===== config.mk =====
export PLATFORM = sky130hd
export DESIGN_NAME = ps_cfg_loader
export DESIGN_NICKNAME = d
export VERILOG_FILES = /design/src/rtl/ps_cfg_pkg.sv /design/src/rtl/ps_cfg_sync.sv /design/src/rtl/ps_cfg_shifter.sv /design/src/rtl/ps_cfg_seq.sv /design/src/rtl/ps_cfg_loader.sv
export SDC_FILE = /design/constraint.sdc
export NUM_CORES = 1
export LEC_CHECK = 0
export BUFFER_PORTS_ARGS = -buffer_cell sky130_fd_sc_hd__buf_2
export CAP_MARGIN = 15
export CORE_MARGIN = 3
export CORE_UTILIZATION = 55
export DETAILED_ROUTE_END_ITERATION = 10
export PLACE_DENSITY_LB_ADDON = 0.3
export SETUP_SLACK_MARGIN = 0.4
export SYNTH_ARGS = -nofsm -noshare
export SYNTH_HDL_FRONTEND = slang
export SYNTH_SLANG_ARGS = --single-unit

===== constraint.sdc =====
create_clock -name clk -period 2.75 [get_ports clk]
set_input_delay 0.275 -clock clk [delete_from_list [all_inputs] [get_ports clk]]
set_output_delay 0.275 -clock clk [all_outputs]
set_load 0.01 [all_outputs]

===== src/rtl/ps_cfg_pkg.sv =====
package ps_cfg_pkg;
  typedef enum logic [2:0] {
    ST_IDLE,
    ST_PREP,
    ST_RST,
    ST_ACK,
    ST_RDY,
    ST_CHECK,
    ST_FETCH,
    ST_SHIFT
  } ld_state_t;

  localparam logic [31:0] BYPASS_KEY = 32'hAFFE_AFFE;
endpackage


===== src/rtl/ps_cfg_sync.sv =====
module ps_cfg_sync #(
  parameter int W      = 2,
  parameter int STAGES = 2
) (
  input  logic         clk,
  input  logic         rst_n,
  input  logic [W-1:0] d,
  output logic [W-1:0] q
);
  localparam int NS = (STAGES < 1) ? 1 : STAGES;

  logic [NS-1:0][W-1:0] pipe;

  always_ff @(posedge clk or negedge rst_n) begin
    if (!rst_n) begin
      pipe <= '0;
    end else begin
      pipe[0] <= d;
      for (int s = 1; s < NS; s++) pipe[s] <= pipe[s-1];
    end
  end

  assign q = pipe[NS-1];
endmodule


===== src/rtl/ps_cfg_shifter.sv =====
module ps_cfg_shifter #(
  parameter int HALF_PER = 2
) (
  input  logic       clk,
  input  logic       rst_n,
  input  logic       load,
  input  logic [7:0] byte_in,
  output logic       dclk,
  output logic       dat,
  output logic       byte_done
);
  localparam int PH = (HALF_PER < 1) ? 1 : HALF_PER;
  localparam int PW = $clog2(PH + 1);

  logic [7:0]    sh;
  logic [2:0]    bit_idx;
  logic [PW-1:0] ph_cnt;
  logic          active;

  always_ff @(posedge clk or negedge rst_n) begin
    if (!rst_n) begin
      sh        <= '0;
      bit_idx   <= '0;
      ph_cnt    <= '0;
      dclk      <= 1'b0;
      active    <= 1'b0;
      byte_done <= 1'b0;
    end else begin
      byte_done <= 1'b0;
      if (load) begin
        sh      <= byte_in;
        bit_idx <= '0;
        ph_cnt  <= '0;
        dclk    <= 1'b0;
        active  <= 1'b1;
      end else if (active) begin
        if (ph_cnt == PW'(PH - 1)) begin
          ph_cnt <= '0;
          if (!dclk) begin
            dclk <= 1'b1;
          end else begin
            dclk    <= 1'b0;
            sh      <= {1'b0, sh[7:1]};
            bit_idx <= bit_idx + 3'd1;
            if (bit_idx == 3'd7) begin
              active    <= 1'b0;
              byte_done <= 1'b1;
            end
          end
        end else begin
          ph_cnt <= ph_cnt + PW'(1);
        end
      end
    end
  end

  assign dat = sh[0];

  // phase-length monitors for the checks below
  logic [PW-1:0] hi_run, lo_run;
  always_ff @(posedge clk or negedge rst_n) begin
    if (!rst_n) begin
      hi_run <= '0;
      lo_run <= '0;
    end else begin
      if (dclk) begin
        lo_run <= '0;
        if (hi_run != PW'(PH)) hi_run <= hi_run + PW'(1);
      end else begin
        hi_run <= '0;
        if (lo_run != PW'(PH)) lo_run <= lo_run + PW'(1);
      end
    end
  end

  a_r6_data_steady_high: assert property (@(posedge clk) disable iff (!rst_n)
    (dclk && $past(dclk)) |-> $stable(dat));
  a_r6_high_phase_len: assert property (@(posedge clk) disable iff (!rst_n)
    $fell(dclk) |-> (hi_run == PW'(PH)));
  a_r6_low_phase_len: assert property (@(posedge clk) disable iff (!rst_n)
    $rose(dclk) |-> (lo_run == PW'(PH)));
endmodule


===== src/rtl/ps_cfg_seq.sv =====
module ps_cfg_seq
  import ps_cfg_pkg::*;
#(
  parameter int RESET_HOLD = 64,
  parameter int LEN_W      = 24,
  parameter int CNT_W      = 32
) (
  input  logic             clk,
  input  logic             rst_n,
  input  logic             start,
  input  logic [LEN_W-1:0] img_len,
  input  logic             byp_flag,
  input  logic [31:0]      byp_key,
  input  logic             status_s,
  input  logic             cdone_s,
  input  logic             bs_valid,
  input  logic             byte_done,
  output logic             busy,
  output logic             cfg_n,
  output logic             bs_ready,
  output logic             load,
  output logic             done,
  output logic             fail,
  output logic             byp_clr,
  output logic [CNT_W-1:0] elapsed
);
  localparam int RH = (RESET_HOLD < 1) ? 1 : RESET_HOLD;
  localparam int RW = $clog2(RH + 1);
  localparam int LW = RW + 1;

  ld_state_t        st;
  logic [RW-1:0]    tmr;
  logic [LEN_W-1:0] len_q;
  logic [LEN_W-1:0] sent;

  assign busy     = (st != ST_IDLE);
  assign cfg_n    = !((st == ST_RST) || (st == ST_ACK));
  assign bs_ready = (st == ST_FETCH);
  assign load     = bs_ready && bs_valid;

  always_ff @(posedge clk or negedge rst_n) begin
    if (!rst_n) begin
      st      <= ST_IDLE;
      tmr     <= '0;
      len_q   <= '0;
      sent    <= '0;
      elapsed <= '0;
      done    <= 1'b0;
      fail    <= 1'b0;
      byp_clr <= 1'b0;
    end else begin
      done    <= 1'b0;
      fail    <= 1'b0;
      byp_clr <= 1'b0;
      if (st != ST_IDLE) elapsed <= elapsed + CNT_W'(1);
      case (st)
        ST_IDLE: begin
          if (start) begin
            elapsed <= '0;
            if (byp_flag && (byp_key == BYPASS_KEY)) begin
              done    <= 1'b1;
              byp_clr <= 1'b1;
            end else begin
              st    <= ST_PREP;
              len_q <= img_len;
              sent  <= '0;
            end
          end
        end
        ST_PREP: begin
          tmr <= '0;
          st  <= ST_RST;
        end
        ST_RST: begin
          if (tmr == RW'(RH - 1)) st <= ST_ACK;
          else tmr <= tmr + RW'(1);
        end
        ST_ACK:   if (!status_s || !cdone_s) st <= ST_RDY;
        ST_RDY:   if (status_s) st <= ST_CHECK;
        ST_CHECK: begin
          if (sent >= len_q) begin
            fail <= 1'b1;
            st   <= ST_IDLE;
          end else if (cdone_s) begin
            done <= 1'b1;
            st   <= ST_IDLE;
          end else begin
            st <= ST_FETCH;
          end
        end
        ST_FETCH: begin
          if (bs_valid) begin
            sent <= sent + LEN_W'(1);
            st   <= ST_SHIFT;
          end
        end
        ST_SHIFT: if (byte_done) st <= ST_CHECK;
        default:  st <= ST_IDLE;
      endcase
    end
  end

  // length of the current low stretch on config, for the hold check
  logic [LW-1:0] low_run;
  always_ff @(posedge clk or negedge rst_n) begin
    if (!rst_n) low_run <= '0;
    else if (busy && !cfg_n) begin
      if (low_run != LW'(RH)) low_run <= low_run + LW'(1);
    end else low_run <= '0;
  end

  a_r2_reset_hold: assert property (@(posedge clk) disable iff (!rst_n)
    (busy && $rose(cfg_n)) |-> (low_run == LW'(RH)));
  a_r3_release_after_ack: assert property (@(posedge clk) disable iff (!rst_n)
    (busy && $rose(cfg_n)) |-> ($past(!status_s) || $past(!cdone_s)));
  a_r8_done_with_bytes_left: assert property (@(posedge clk) disable iff (!rst_n)
    (done && $past(busy)) |-> ($past(sent) < $past(len_q)));
  a_r9_fail_when_spent: assert property (@(posedge clk) disable iff (!rst_n)
    fail |-> ($past(sent) >= $past(len_q)));
  a_r11_exclusive: assert property (@(posedge clk) disable iff (!rst_n)
    !(done && fail));
  a_r11_pulse_idle: assert property (@(posedge clk) disable iff (!rst_n)
    (done || fail) |-> !busy);
  a_r12_len_kept: assert property (@(posedge clk) disable iff (!rst_n)
    (busy && $past(busy)) |-> $stable(len_q));
endmodule


===== src/rtl/ps_cfg_loader.sv =====
module ps_cfg_loader #(
  parameter int RESET_HOLD  = 64,
  parameter int HALF_PER    = 2,
  parameter int SYNC_STAGES = 2,
  parameter int LEN_W       = 24,
  parameter int CNT_W       = 32
) (
  input  logic             clk,
  input  logic             rst_n,
  input  logic             start,
  input  logic [LEN_W-1:0] img_len,
  input  logic             byp_flag,
  input  logic [31:0]      byp_key,
  output logic             byp_clr,
  input  logic             bs_valid,
  input  logic [7:0]       bs_data,
  output logic             bs_ready,
  output logic             cfg_n_o,
  output logic             cfg_n_oe,
  output logic             dclk_o,
  output logic             dclk_oe,
  output logic             dat_o,
  output logic             dat_oe,
  input  logic             status_n_i,
  input  logic             cdone_i,
  output logic             busy,
  output logic             done,
  output logic             fail,
  output logic [CNT_W-1:0] elapsed
);
  logic [1:0] sync_q;
  logic       load;
  logic       byte_done;

  ps_cfg_sync #(.W(2), .STAGES(SYNC_STAGES)) u_sync (
    .clk   (clk),
    .rst_n (rst_n),
    .d     ({status_n_i, cdone_i}),
    .q     (sync_q)
  );

  ps_cfg_seq #(.RESET_HOLD(RESET_HOLD), .LEN_W(LEN_W), .CNT_W(CNT_W)) u_seq (
    .clk       (clk),
    .rst_n     (rst_n),
    .start     (start),
    .img_len   (img_len),
    .byp_flag  (byp_flag),
    .byp_key   (byp_key),
    .status_s  (sync_q[1]),
    .cdone_s   (sync_q[0]),
    .bs_valid  (bs_valid),
    .byte_done (byte_done),
    .busy      (busy),
    .cfg_n     (cfg_n_o),
    .bs_ready  (bs_ready),
    .load      (load),
    .done      (done),
    .fail      (fail),
    .byp_clr   (byp_clr),
    .elapsed   (elapsed)
  );

  ps_cfg_shifter #(.HALF_PER(HALF_PER)) u_shift (
    .clk       (clk),
    .rst_n     (rst_n),
    .load      (load),
    .byte_in   (bs_data),
    .dclk      (dclk_o),
    .dat       (dat_o),
    .byte_done (byte_done)
  );

  assign cfg_n_oe = busy;
  assign dclk_oe  = busy;
  assign dat_oe   = busy;

  a_r7_ready_clock_low: assert property (@(posedge clk) disable iff (!rst_n)
    bs_ready |-> !dclk_o);
  a_r4_edge_after_release: assert property (@(posedge clk) disable iff (!rst_n)
    $rose(dclk_o) |-> (cfg_n_o && busy && sync_q[1]));
  a_r1_clock_quiet_idle: assert property (@(posedge clk) disable iff (!rst_n)
    !busy |-> !dclk_o);
endmodule


==> impl_metrics.tcl <==
set metrics [dict create \
    setup_viol 0 \
    vias_per_cell 5.72 \
    core_mm2 0.00995 \
    drt_iter0_drc 299 \
    grt-ovfl-total 0 \
    synthCells 589 \
    cts_max_level 4 \
    crit_fanout 4 \
    fin_crit_ps 2260 \
    slowest_delay_ps 540 \
    cp-start-kind "flop" \
    ys.flop_type "dfrtp_1" \
    layout.nets 841 \
    arrival_ps 2700 \
    vias 5071 \
    ys_seq_area_share_pct 49.4 \
    netlist_area_mm2 0.00573 \
    port_buffers 113 \
    syn_to_final_growth_pct 30.9 \
    crit_chain "ha_2 > or4_4 > a21oi_2 > o311ai_2 > and3_4 > a2111oi_4 > a41o_1" \
    clk_pin_slew_worst_paths_ps 60 \
    finalMaxSlewViolations 0 \
    routedWlPerCell_um 15.7 \
    multi_input_area_mm2 0.00273 \
    ys_ff_latch 113 \
    antenna_found_initial 0 \
    synth-edff-count 0 \
    status "finished, final reports clean" \
    diodes 0 \
    gp_congestion 0.808 \
    final_common_cell "buf_2" \
    ys_types 53 \
    rows 36 \
    dp_cells 820 \
    p_per_area_mw_per_mm2 894 \
    cap_violations 0 \
    grt_max_degree 85 \
    final-seq-area_mm2 0.00283 \
    fmax_ghz 0.443 \
    finalSetupTns_ps 0 \
    slew_headroom_pct 55.0 \
    rsz0062_at_grt "yes" \
    ys_top_cells_by_area "dfrtp_1 49%, ha_1 6.3%, nand2_1 4.7%, o21ai_0 4.4%, nor2_1 3.6%" \
    min_path_type "in2reg" \
    totalWireLength_um 14000 \
    clk_path_buf_depth 2 \
    cts-root-buf "clkbuf_8" \
    syn-mean-instance-area_um2 9.72 \
    ant_nets 0 \
    crit_slowest_cell "or4_4" \
    yosysTopAreaCell "dfrtp_1" \
    cts_tree "built" \
    grt_usage_pct 24.8 \
    final_layout_size_suffix_gt1_share_pct 24.3 \
    layout_worst_path_cycle_share_pct 82.1 \
    worstPathRequired_ps 3200 \
    drc 0 \
    finalHoldViolations 0 \
    netlist.area_leader.share_pct 49.4 \
    clk_latency_ps 520 \
    die_h_um 108 \
    cts_made_buffers 17 \
    drtPass1Iterations 5 \
    die_area_mm2 0.0117 \
    crit_family "compound AO/OA/AOI/OAI gates" \
    fill_cells 658 \
    fp.dieW_um 108 \
    grt_pass1_wl_um 23000 \
    criticalPathCategory "reg2reg" \
    finClkSkew_ps 9.47 \
    synth_fp_nets 689 \
    cp_num_buf_inv 0 \
    cts.sinks 113 \
    ios 114 \
    initial_core_util_pct 57.5 \
    crit_path_end_kind "flop" \
    layout.cells.non_filler 887 \
    async_flop_share_pct 100 \
    most-common-layout-cells "112 x buf_2, 111 x dfrtp_1, 72 x nand2_1" \
    ys.warnings.count 0 \
    grt_pass1_vias 5054 \
    hpwl_um 8990 \
    vdd_ir_drop_max_mv 0.540 \
    tightest_slew_ps 673 \
    p_leak_uw 0.00364 \
]
==> through the flow <==
step                hold WS (ps)  setup WS [ps]  utilization [%]  power, µW  cell area [µm²]
global route                13.2            366             75.3       7110             7500
CTS                        0.343            437             74.5       6630             7410
finish                      11.5            493             75.3       6700             7500
detailed placement           224            432             64.6       4080             6430
global placement             216            518             64.6       3940             6430
floorplan                  -20.6            619                -       3510             5730
==> synthesized netlist by cell type, types with 3 or more instances <==
cell / instances
xor2_1: 21
inv_1: 31
mux2i_1: 12
buf_2: 5
clkbuf_1: 11
nand4_1: 20
a21oi_1: 21
nand2b_1: 3
ha_1: 29
and2_1: 7
buf_4: 4
o21ai_0: 50
nor2_1: 55
nand3_1: 39
o211ai_1: 11
nor4_1: 3
and3_1: 9
xnor2_1: 6
or3_1: 6
a21o_1: 5
mux2_2: 3
nand2_1: 72
nor3_1: 3
dfrtp_1: 113
o31ai_1: 10
==> report_power, final <==
part,total [µW],internal (µW),leakage (µW),switching [µW]
clock,2460,1710,0.000328,755
combinational,1670,761,0.00189,913
sequential,2560,2140,0.00142,418
==> worst paths after layout <==
check / slack, ps / from / endpoint / depth (start not counted)
setup / recovery: 490 / u_seq.sent[2] / u_seq.done / 7
hold / removal: 10 / bs_data[3] / u_shift.sh[3] / 3
setup reg to reg: 490 / u_seq.sent[2] / u_seq.done / 7
hold reg to reg: 350 / u_sync.pipe[0] / u_sync.q[0] / 0
max in group asynchronous: 1700 / rst_n / u_seq.st[1] / 3
min in group asynchronous: 230 / rst_n / u_seq.elapsed[24] / 2
==> sequential cells by signal (all words and copies together), names as in the netlist, 3 cells and up <==
signal and cells:
u_seq.st 3, u_seq.len_q 24, u_seq.sent 24, u_seq.tmr 7, u_shift.sh 8, u_seq.elapsed 32
u_shift.bit_idx 3
==> layer usage <==
metal / global-route usage (%) / vias up / wire length, µm
li1: - / 2382 / -
met1: 29.3 / 2496 / 5730
met2: 44.5 / 172 / 7340
met3: 5.73 / 21 / 689
met4: 8.48 / 0 / 195
met5: 0 / - / 0
==> repair_timing <==
action                                 CTS  global route
setup endpoints to repair                1            41
hold buffers                            31             0
setup buffers                            0             4
endpoints found under the hold margin   59             0
pin swaps                                1             7
gates resized for setup                  0            14
==> cells by family (layout without fill, tap and decap cells) <==
| kind of cell | Yosys count | count (layout) | synth area share [%] |
|---|---|---|---|
| and+or+nand+nor | 240 | 240 | 21.4 |
| DFF | 113 | 113 | 49.4 |
| AOI/OAI and AO/OA | 111 | 111 | 12.2 |
| buffers and inverters | 54 | 219 | 3.91 |
| adders and majority gates | 29 | 29 | 6.34 |
| xor gates and xnor gates | 27 | 27 | 4.13 |
| muxes | 15 | 15 | 2.69 |
==> worst reg2reg max path: stages (launching register included) <==
cell       delay, ps
dfrtp_1          400
ha_2             200
or4_4            540
a21oi_2          140
o311ai_2          90
and3_4           190
a2111oi_4        400
a41o_1           220
==> cell type report <==
class	count	share of cell area, %
sequential	113	37.8
multi-input combinational	422	36.4
timing repair buffer	154	13.1
clock buffer	24	6.68
clock inverter	8	2.29
tap	133	2.22
inverter	33	1.65
No activity file was read; power rests on OpenSTA's default activity.
